### config.mk
export PLATFORM = sky130hd
export DESIGN_NAME = oc_breaker
export DESIGN_NICKNAME = d
export VERILOG_FILES = /design/src/rtl/oc_breaker_pkg.sv /design/src/rtl/oc_qualifier.sv /design/src/rtl/oc_breaker_fsm.sv /design/src/rtl/oc_breaker.sv
export SDC_FILE = /design/constraint.sdc
export NUM_CORES = 1
export LEC_CHECK = 0
export BUFFER_PORTS_ARGS = -buffer_cell sky130_fd_sc_hd__buf_2
export CAP_MARGIN = 20
export CORE_MARGIN = 3
export CORE_UTILIZATION = 60
export CTS_CLUSTER_SIZE = 25
export DETAILED_ROUTE_END_ITERATION = 7
export PLACE_DENSITY = 0.79
export SLEW_MARGIN = 5
export SYNTH_ARGS = -nofsm -noshare
export SYNTH_HDL_FRONTEND = slang
export SYNTH_SLANG_ARGS = --single-unit
### constraint.sdc
create_clock -name clk -period 2.05 [get_ports clk]
set_input_delay 0.205 -clock clk [delete_from_list [all_inputs] [get_ports clk]]
set_output_delay 0.205 -clock clk [all_outputs]
set_load 0.005 [all_outputs]
### src/rtl/oc_breaker_pkg.sv
package oc_breaker_pkg;
    typedef enum logic [1:0] {
        ST_OFF   = 2'd0,
        ST_ON    = 2'd1,
        ST_TRIP  = 2'd2,
        ST_REARM = 2'd3
    } brk_state_t;
endpackage

### src/rtl/oc_qualifier.sv
module oc_qualifier #(
    parameter int RAMP_CYCLES = 200,
    parameter int RUN_CYCLES  = 800
) (
    input  logic clk,
    input  logic rst,
    input  logic arm_i,
    input  logic ramp_i,
    input  logic oc_i,
    output logic trip_o
);
    localparam int CW = $clog2(RUN_CYCLES + 1);
    localparam logic [CW-1:0] RAMP_LAST = CW'(RAMP_CYCLES - 1);
    localparam logic [CW-1:0] RUN_LAST  = CW'(RUN_CYCLES - 1);

    logic [CW-1:0] cnt;
    logic [CW-1:0] last;

    always_comb begin
        last   = ramp_i ? RAMP_LAST : RUN_LAST;
        trip_o = arm_i && oc_i && (cnt >= last);
    end

    always_ff @(posedge clk) begin
        if (rst || !arm_i || !oc_i) begin
            cnt <= '0;
        end else if (cnt < last) begin
            cnt <= cnt + 1'b1;
        end
    end

    // a dropped flag leaves the count at zero
    a_r5_restart: assert property (@(posedge clk) disable iff (rst)
        !oc_i |=> (cnt == '0));

    // counting happens only while armed
    a_r11_idle_clear: assert property (@(posedge clk) disable iff (rst)
        !arm_i |=> (cnt == '0));

    // count never runs past the longer window
    a_r4_bound: assert property (@(posedge clk) disable iff (rst)
        cnt <= RUN_LAST);
endmodule

### src/rtl/oc_breaker_fsm.sv
module oc_breaker_fsm
    import oc_breaker_pkg::*;
(
    input  logic clk,
    input  logic rst,
    input  logic pwr_en_i,
    input  logic trip_i,
    output logic gates_on_o,
    output logic fault_n_o
);
    brk_state_t state, state_nx;

    always_comb begin
        state_nx = state;
        unique case (state)
            ST_OFF:   if (pwr_en_i)  state_nx = ST_ON;
            ST_ON: begin
                if (trip_i)          state_nx = ST_TRIP;
                else if (!pwr_en_i)  state_nx = ST_OFF;
            end
            ST_TRIP:  if (!pwr_en_i) state_nx = ST_REARM;
            ST_REARM: if (pwr_en_i)  state_nx = ST_ON;
            default:                 state_nx = ST_OFF;
        endcase
    end

    always_ff @(posedge clk) begin
        if (rst) state <= ST_OFF;
        else     state <= state_nx;
    end

    always_comb begin
        gates_on_o = (state == ST_ON);
        fault_n_o  = !((state == ST_TRIP) || (state == ST_REARM));
    end

    // latched fault holds while enable stays high
    a_r8_hold: assert property (@(posedge clk) disable iff (rst)
        (state == ST_TRIP && pwr_en_i) |=> (state == ST_TRIP));

    // a trip seen while on always latches
    a_r6_latch: assert property (@(posedge clk) disable iff (rst)
        (state == ST_ON && trip_i) |=> !fault_n_o);
endmodule

### src/rtl/oc_breaker.sv
module oc_breaker #(
    parameter int N_RAILS     = 2,
    parameter int RAMP_CYCLES = 200,
    parameter int RUN_CYCLES  = 800
) (
    input  logic               clk,
    input  logic               rst,
    input  logic               pwr_en_i,
    input  logic               ramp_i,
    input  logic [N_RAILS-1:0] oc_i,
    output logic [N_RAILS-1:0] gate_en_o,
    output logic               fault_n_o
);
    logic [N_RAILS-1:0] trip;
    logic               gates_on;

    for (genvar g = 0; g < N_RAILS; g++) begin : g_rail
        oc_qualifier #(
            .RAMP_CYCLES(RAMP_CYCLES),
            .RUN_CYCLES (RUN_CYCLES)
        ) u_qual (
            .clk   (clk),
            .rst   (rst),
            .arm_i (gates_on),
            .ramp_i(ramp_i),
            .oc_i  (oc_i[g]),
            .trip_o(trip[g])
        );
    end

    oc_breaker_fsm u_fsm (
        .clk       (clk),
        .rst       (rst),
        .pwr_en_i  (pwr_en_i),
        .trip_i    (|trip),
        .gates_on_o(gates_on),
        .fault_n_o (fault_n_o)
    );

    assign gate_en_o = {N_RAILS{gates_on}};

    // no gate is ever on while the fault is asserted
    a_r7_fault_gate: assert property (@(posedge clk) disable iff (rst)
        !fault_n_o |-> (gate_en_o == '0));

    // fault release coincides with gates turning on
    a_r9_release: assert property (@(posedge clk) disable iff (rst)
        ($rose(fault_n_o) && !$past(rst)) |-> (gate_en_o == {N_RAILS{1'b1}}));

    // clearing needs power enable to have been low before
    a_r9_needs_low: assert property (@(posedge clk) disable iff (rst)
        ($rose(fault_n_o) && !$past(rst)) |-> $past(pwr_en_i, 2) == 1'b0);
endmodule

# Yosys cells after proc, flatten, opt, wreduce, memory -nomap -nowiden
# Cells that the tools add are included.
dict set report classes {
  addsub 2
  n_lt_le_gt_ge 4
  n_eq_ne 6
  n_mux 6
  reduce_logical 16
}
# op count
set op_table {}
lappend op_table {{$add A10 B1 Y10 const B} 2}
lappend op_table {{$ge A10 B10 Y1} 2}
lappend op_table {{$lt A10 B10 Y1} 2}
lappend op_table {{$mux W10} 1}
lappend op_table {{$mux W2} 4}
lappend op_table {{$pmux W2 S3} 1}
lappend op_table {{$eq A2 B2 Y1 const B} 2}
lappend op_table {{$logic_and A1 B1 Y1} 4}
lappend op_table {{$logic_not A1 Y1} 4}
lappend op_table {{$logic_or A1 B1 Y1} 4}
lappend op_table {{$reduce_or A2 Y1} 2}
lappend op_table {{$ne A3 B2 Y1 const B} 1}
lappend op_table {{$reduce_and A3 Y1} 1}
lappend op_table {{$eq A2 B1 Y1 const B} 1}
lappend op_table {{$logic_not A2 Y1} 1}
lappend op_table {{$ne A2 B1 Y1 const B} 1}
lappend op_table {{$ne A2 B2 Y1 const B} 1}
dict set report word_totals {
  register_bits 22
  in_bits 6
  output_inout_bits 3
  wordCells 37
}

# Longest topological paths before layout
dict set report depth {
  depth_word 6
  mapped_depth 8
}

# By module
# Synthesis repeated with hierarchy kept, for this count alone.
dict set report hier_totals {
  cells_unflattened 179
  hier_area_um2 1551.5
}
# mod n_inst cells_per_inst area_per_inst_um2 seq_area_each_um2
set by_module_without_submodules {}
lappend by_module_without_submodules {oc_qualifier 2 79 680.7 200.2}
lappend by_module_without_submodules {oc_breaker_fsm 1 18 168.9 40.0}
lappend by_module_without_submodules {oc_breaker 1 3 21.3 0.0}

# Least setup slack after synthesis
# OpenSTA, ideal clock, no wires.
dict set report synth_timing {
  path_type {register to register}
  startpoint {register g_rail[1].u_qual.cnt[4]}
  endpoint {register g_rail[1].u_qual.cnt[5]}
  t_arrival_ps 1801
  t_required_ps 1980
  slack_ps 178
  stages_incl_launch_ff 7
  path_buffers 0
  period_less_slack_ps 1872
  cell_sequence {dfxtp_1 -> ha_1 -> a211oi_2 -> a21oi_2 -> o211a_4 -> or4_1 -> a21oi_1}
}
dict set report synth_between {
  elab_chain_cells 1
}
# element line
set synth_lines {}
lappend synth_lines {{start: declaration} oc_qualifier.sv:16} ;# logic [CW-1:0] cnt;
lappend synth_lines {{start signal: assignment} oc_qualifier.sv:28} ;# cnt <= cnt + 1'b1;
lappend synth_lines {{$add A10 B1 Y10 / $lt A10 B10 Y1 (equally long branches)} {oc_qualifier.sv:28, oc_qualifier.sv:27}}
# Parallel ways exist; a longest one is shown, timed or not.
# A chain may end at the register's enable or synchronous reset.

# Worst setup path in the final report
dict set report layout_timing {
  startpoint {register g_rail[1].u_qual.cnt[7]}
  endpoint {register g_rail[1].u_qual.cnt[6]}
}
dict set report layout_between {
  elab_chain_cells 1
}
# element line
set layout_lines {}
lappend layout_lines {{$lt A10 B10 Y1} oc_qualifier.sv:27} ;# end else if (cnt < last) begin
# No other way between the ends.

==> flow_metrics.py <==
metrics = {
    "critical_path": {
        "reg2regPathDepth": 6,
        "critical_path_class": "flop to flop",
        "cp.arrival_ns": 2.29,
        "crit_start": "g_rail[1].u_qual.cnt[7]",
        "reg2reg_setup_slack_ns": 0.002,
        "worstReg2RegStart": "g_rail[1].u_qual.cnt[7]",
        "worstPathRequired_ns": 2.29,
        "critPathMaxFanout": 5,
        "reg2reg_to": "g_rail[1].u_qual.cnt[6]",
        "crit_path_end_kind": "flop",
        "worstSetupStartpointType": "flop",
    },
    "synthesis": {
        "yosysSeqAreaShare": 0.294,
        "synthCells": 177,
        "yosys.area.top_type_share": 0.294,
        "avgSynthCellArea_um2": 8.46,
        "synthTopCellsByArea": "dfxtp_1 29%, ha_1 14%, xnor2_1 4.7%, a21oi_1 4.3%, nand2_1 4.3%",
        "synth_ff_type": "dfxtp_1",
        "ys_seq_elements": 22,
        "synth_cell_type_count": 41,
        "ys_top_cells_by_count": "22 x dfxtp_1, 17 x ha_1, 17 x nand2_1",
        "async_flop_share": 0,
        "yosysWarnings": 0,
        "synth_most_common_cell": "dfxtp_1",
        "yosysTopAreaCell": "dfxtp_1",
        "mappedNetlistArea_um2": 1500,
        "synth-edff-count": 0,
        "syn_nets": 200,
    },
    "power": {
        "peakVddDrop_mv": 0.527,
        "leakage_nw": 0.669,
        "power_w": 0.000999,
        "power.density_nw_per_um2": 579,
    },
    "floorplanning": {
        "die_w_um": 56.0,
        "die_h_um": 56.0,
        "row_count": 17,
        "start_util": 0.652,
        "io_pins": 9,
        "die-area_um2": 3130,
        "coreArea_um2": 2300,
    },
    "global_route": {
        "grt_max_degree": 14,
        "grt_pass1_wl_mm": 5.67,
        "grt_util_all_layers": 0.220,
        "grt_pass1_vias": 1337,
        "grt_antenna_before_repair": 0,
        "grt-ovfl-total": 0,
    },
    "min_path": {
        "whs_path_depth": 2,
        "min_to": "u_fsm.state[1]",
        "min_path_type": "input port to flop",
        "worstHoldStart": "rst",
    },
    "finish": {
        "instances_no_fill": 228,
        "area_growth_pct": 15.3,
        "design_area_um2": 1730,
        "final_nets": 225,
        "drive_gt1_frac": 0.230,
        "diodes": 0,
    },
    "sta": {
        "fin_crit_sh": 0.999,
        "clock_skew_ns": 0.00488,
        "min_period_ns": 2.05,
        "drv_slew": 0,
        "worst_pin_slew_ns": 0.403,
        "rsz0062_at_grt": "true",
        "setup_violations": 0,
        "max_slew_margin": 0.731,
        "fmax_mhz": 488,
        "hold_violations": 0,
    },
    "place": {
        "gp_congestion": 0.818,
        "placed_cells": 221,
        "place_area_um2": 1630,
        "io_buffers": 8,
        "dpl.hpwl_mm": 2.52,
    },
    "clock_tree": {
        "clk_pin_slew_ns": 0.12,
        "clock_latency_ns": 0.30,
        "clock_sinks": 22,
        "htree_levels": 1,
        "cts_made_buffers": 3,
        "clockBufferDepth": 2,
        "cts_tree": "yes",
        "cts-root-buf": "clkbuf_4",
    },
    "status": {
        "status": "finished, final reports clean",
    },
    "routing": {
        "drt_iter0_markers": 106,
        "vias_per_cell": 6.14,
        "vias": 1401,
        "post_drt_wl_per_cell_um": 15.0,
        "ant_nets": 0,
        "drc": 0,
        "dr.pass1.iters": 4,
        "routed_wl_mm": 3.41,
    },
    "job": {
        "cap_violations": 0,
    },
}
[per-stage QoR]
step / setup WS [ns] / setup TNS, ns / util / hold WS, ns
detailed placement: -0.0419 / -0.118 / 0.711 / 0.408
floorplan: 0.178 / 0 / - / 0.274
global placement: 0.0473 / 0 / 0.711 / 0.399
CTS: 0.00297 / 0 / 0.721 / 0.0786
finish: 0.00242 / 0 / 0.752 / 0.0818
global route: -0.0408 / -0.256 / 0.752 / 0.0724
[cell type report]
cell class                      count  area [um^2]
Inverter                            8         30.0
Fill cell                         174          571
Multi-Input combinational cell    142         1030
Clock buffer                        3         22.5
Timing Repair Buffer               25          168
Sequential cell                    22          445
Tap cell                           28         35.0
[how the worst max path moves through the flow]
stage / end / slack [ns] / cells after the start
detailed placement: g_rail[0].u_qual.cnt[5] / -0.04 / 9
global placement: g_rail[1].u_qual.cnt[8] / 0.05 / 8
floorplan: g_rail[1].u_qual.cnt[5] / 0.18 / 6
global route: g_rail[1].u_qual.cnt[4] / -0.04 / 6
CTS: g_rail[1].u_qual.cnt[4] / 0.003 / 6
finish: g_rail[1].u_qual.cnt[6] / 0.002 / 6
[state kept, by name, indices dropped and copies added (netlist names)]
register and flops:
g_rail.u_qual.cnt 20, u_fsm.state 2
[kinds of logic after synthesis]
group,after synthesis,synth area share
xor gates and xnor gates,8,0.0468
buffers and inverters,14,0.0501
AOI/OAI and AO/OA,42,0.190
and+or+nand+nor,71,0.256
DFF,22,0.294
muxes,3,0.0201
adders and majority gates,17,0.142
[critical path, cell delays in order (launching register included)]
cell	delay [ns]
dfxtp_2	0.36
ha_1	0.29
a21oi_1	0.25
inv_2	0.10
o211a_2	0.31
or4_1	0.50
a21oi_1	0.17
[where the power goes]
part | total, W | switching, W | internal (W)
clock | 0.000195 | 0.000127 | 0.0000685
sequential | 0.000478 | 0.0000269 | 0.000451
combinational | 0.000326 | 0.000179 | 0.000148
total | 0.000999 | 0.000332 | 0.000667
[timing repair]
action	4_1_cts	5_1_grt
pin swaps	0	3
endpoints found under the setup margin	5	10
hold buffers	0	0
cloned	0	1
setup buffers	0	3
gates resized for setup	1	8
[metal layers]
| layer | global-route usage | vias to the layer above | wire length [um] |
|---|---|---|---|
| met3 | 0.0278 | 4 | 210 |
| li1 | - | 708 | - |
| met1 | 0.288 | 630 | 1620 |
| met5 | 0 | - | 0 |
| met4 | 0.0915 | 0 | 36 |
| met2 | 0.362 | 59 | 1540 |
[layout by cell type, fill, tap and decap left out, types with 2 or more instances in the layout]
master    instances
dfxtp_1          20
nor2_1           12
buf_2             8
nand4_1           7
o21ai_1           2
clkbuf_4          3
a21oi_1          11
nor3_1            3
o31ai_1           5
inv_1             7
nor4_1            5
nor2b_1           2
nand2b_1          2
a211oi_2          2
nand2_1          17
a21oi_2           3
xnor2_1           8
a31oi_1           4
buf_4            17
or4_1             3
ha_1             16
or4_4             2
and4_1            4
mux2i_1           3
o21ai_0           7
nand3_1           7
No activity file was read; power rests on OpenSTA's default activity.
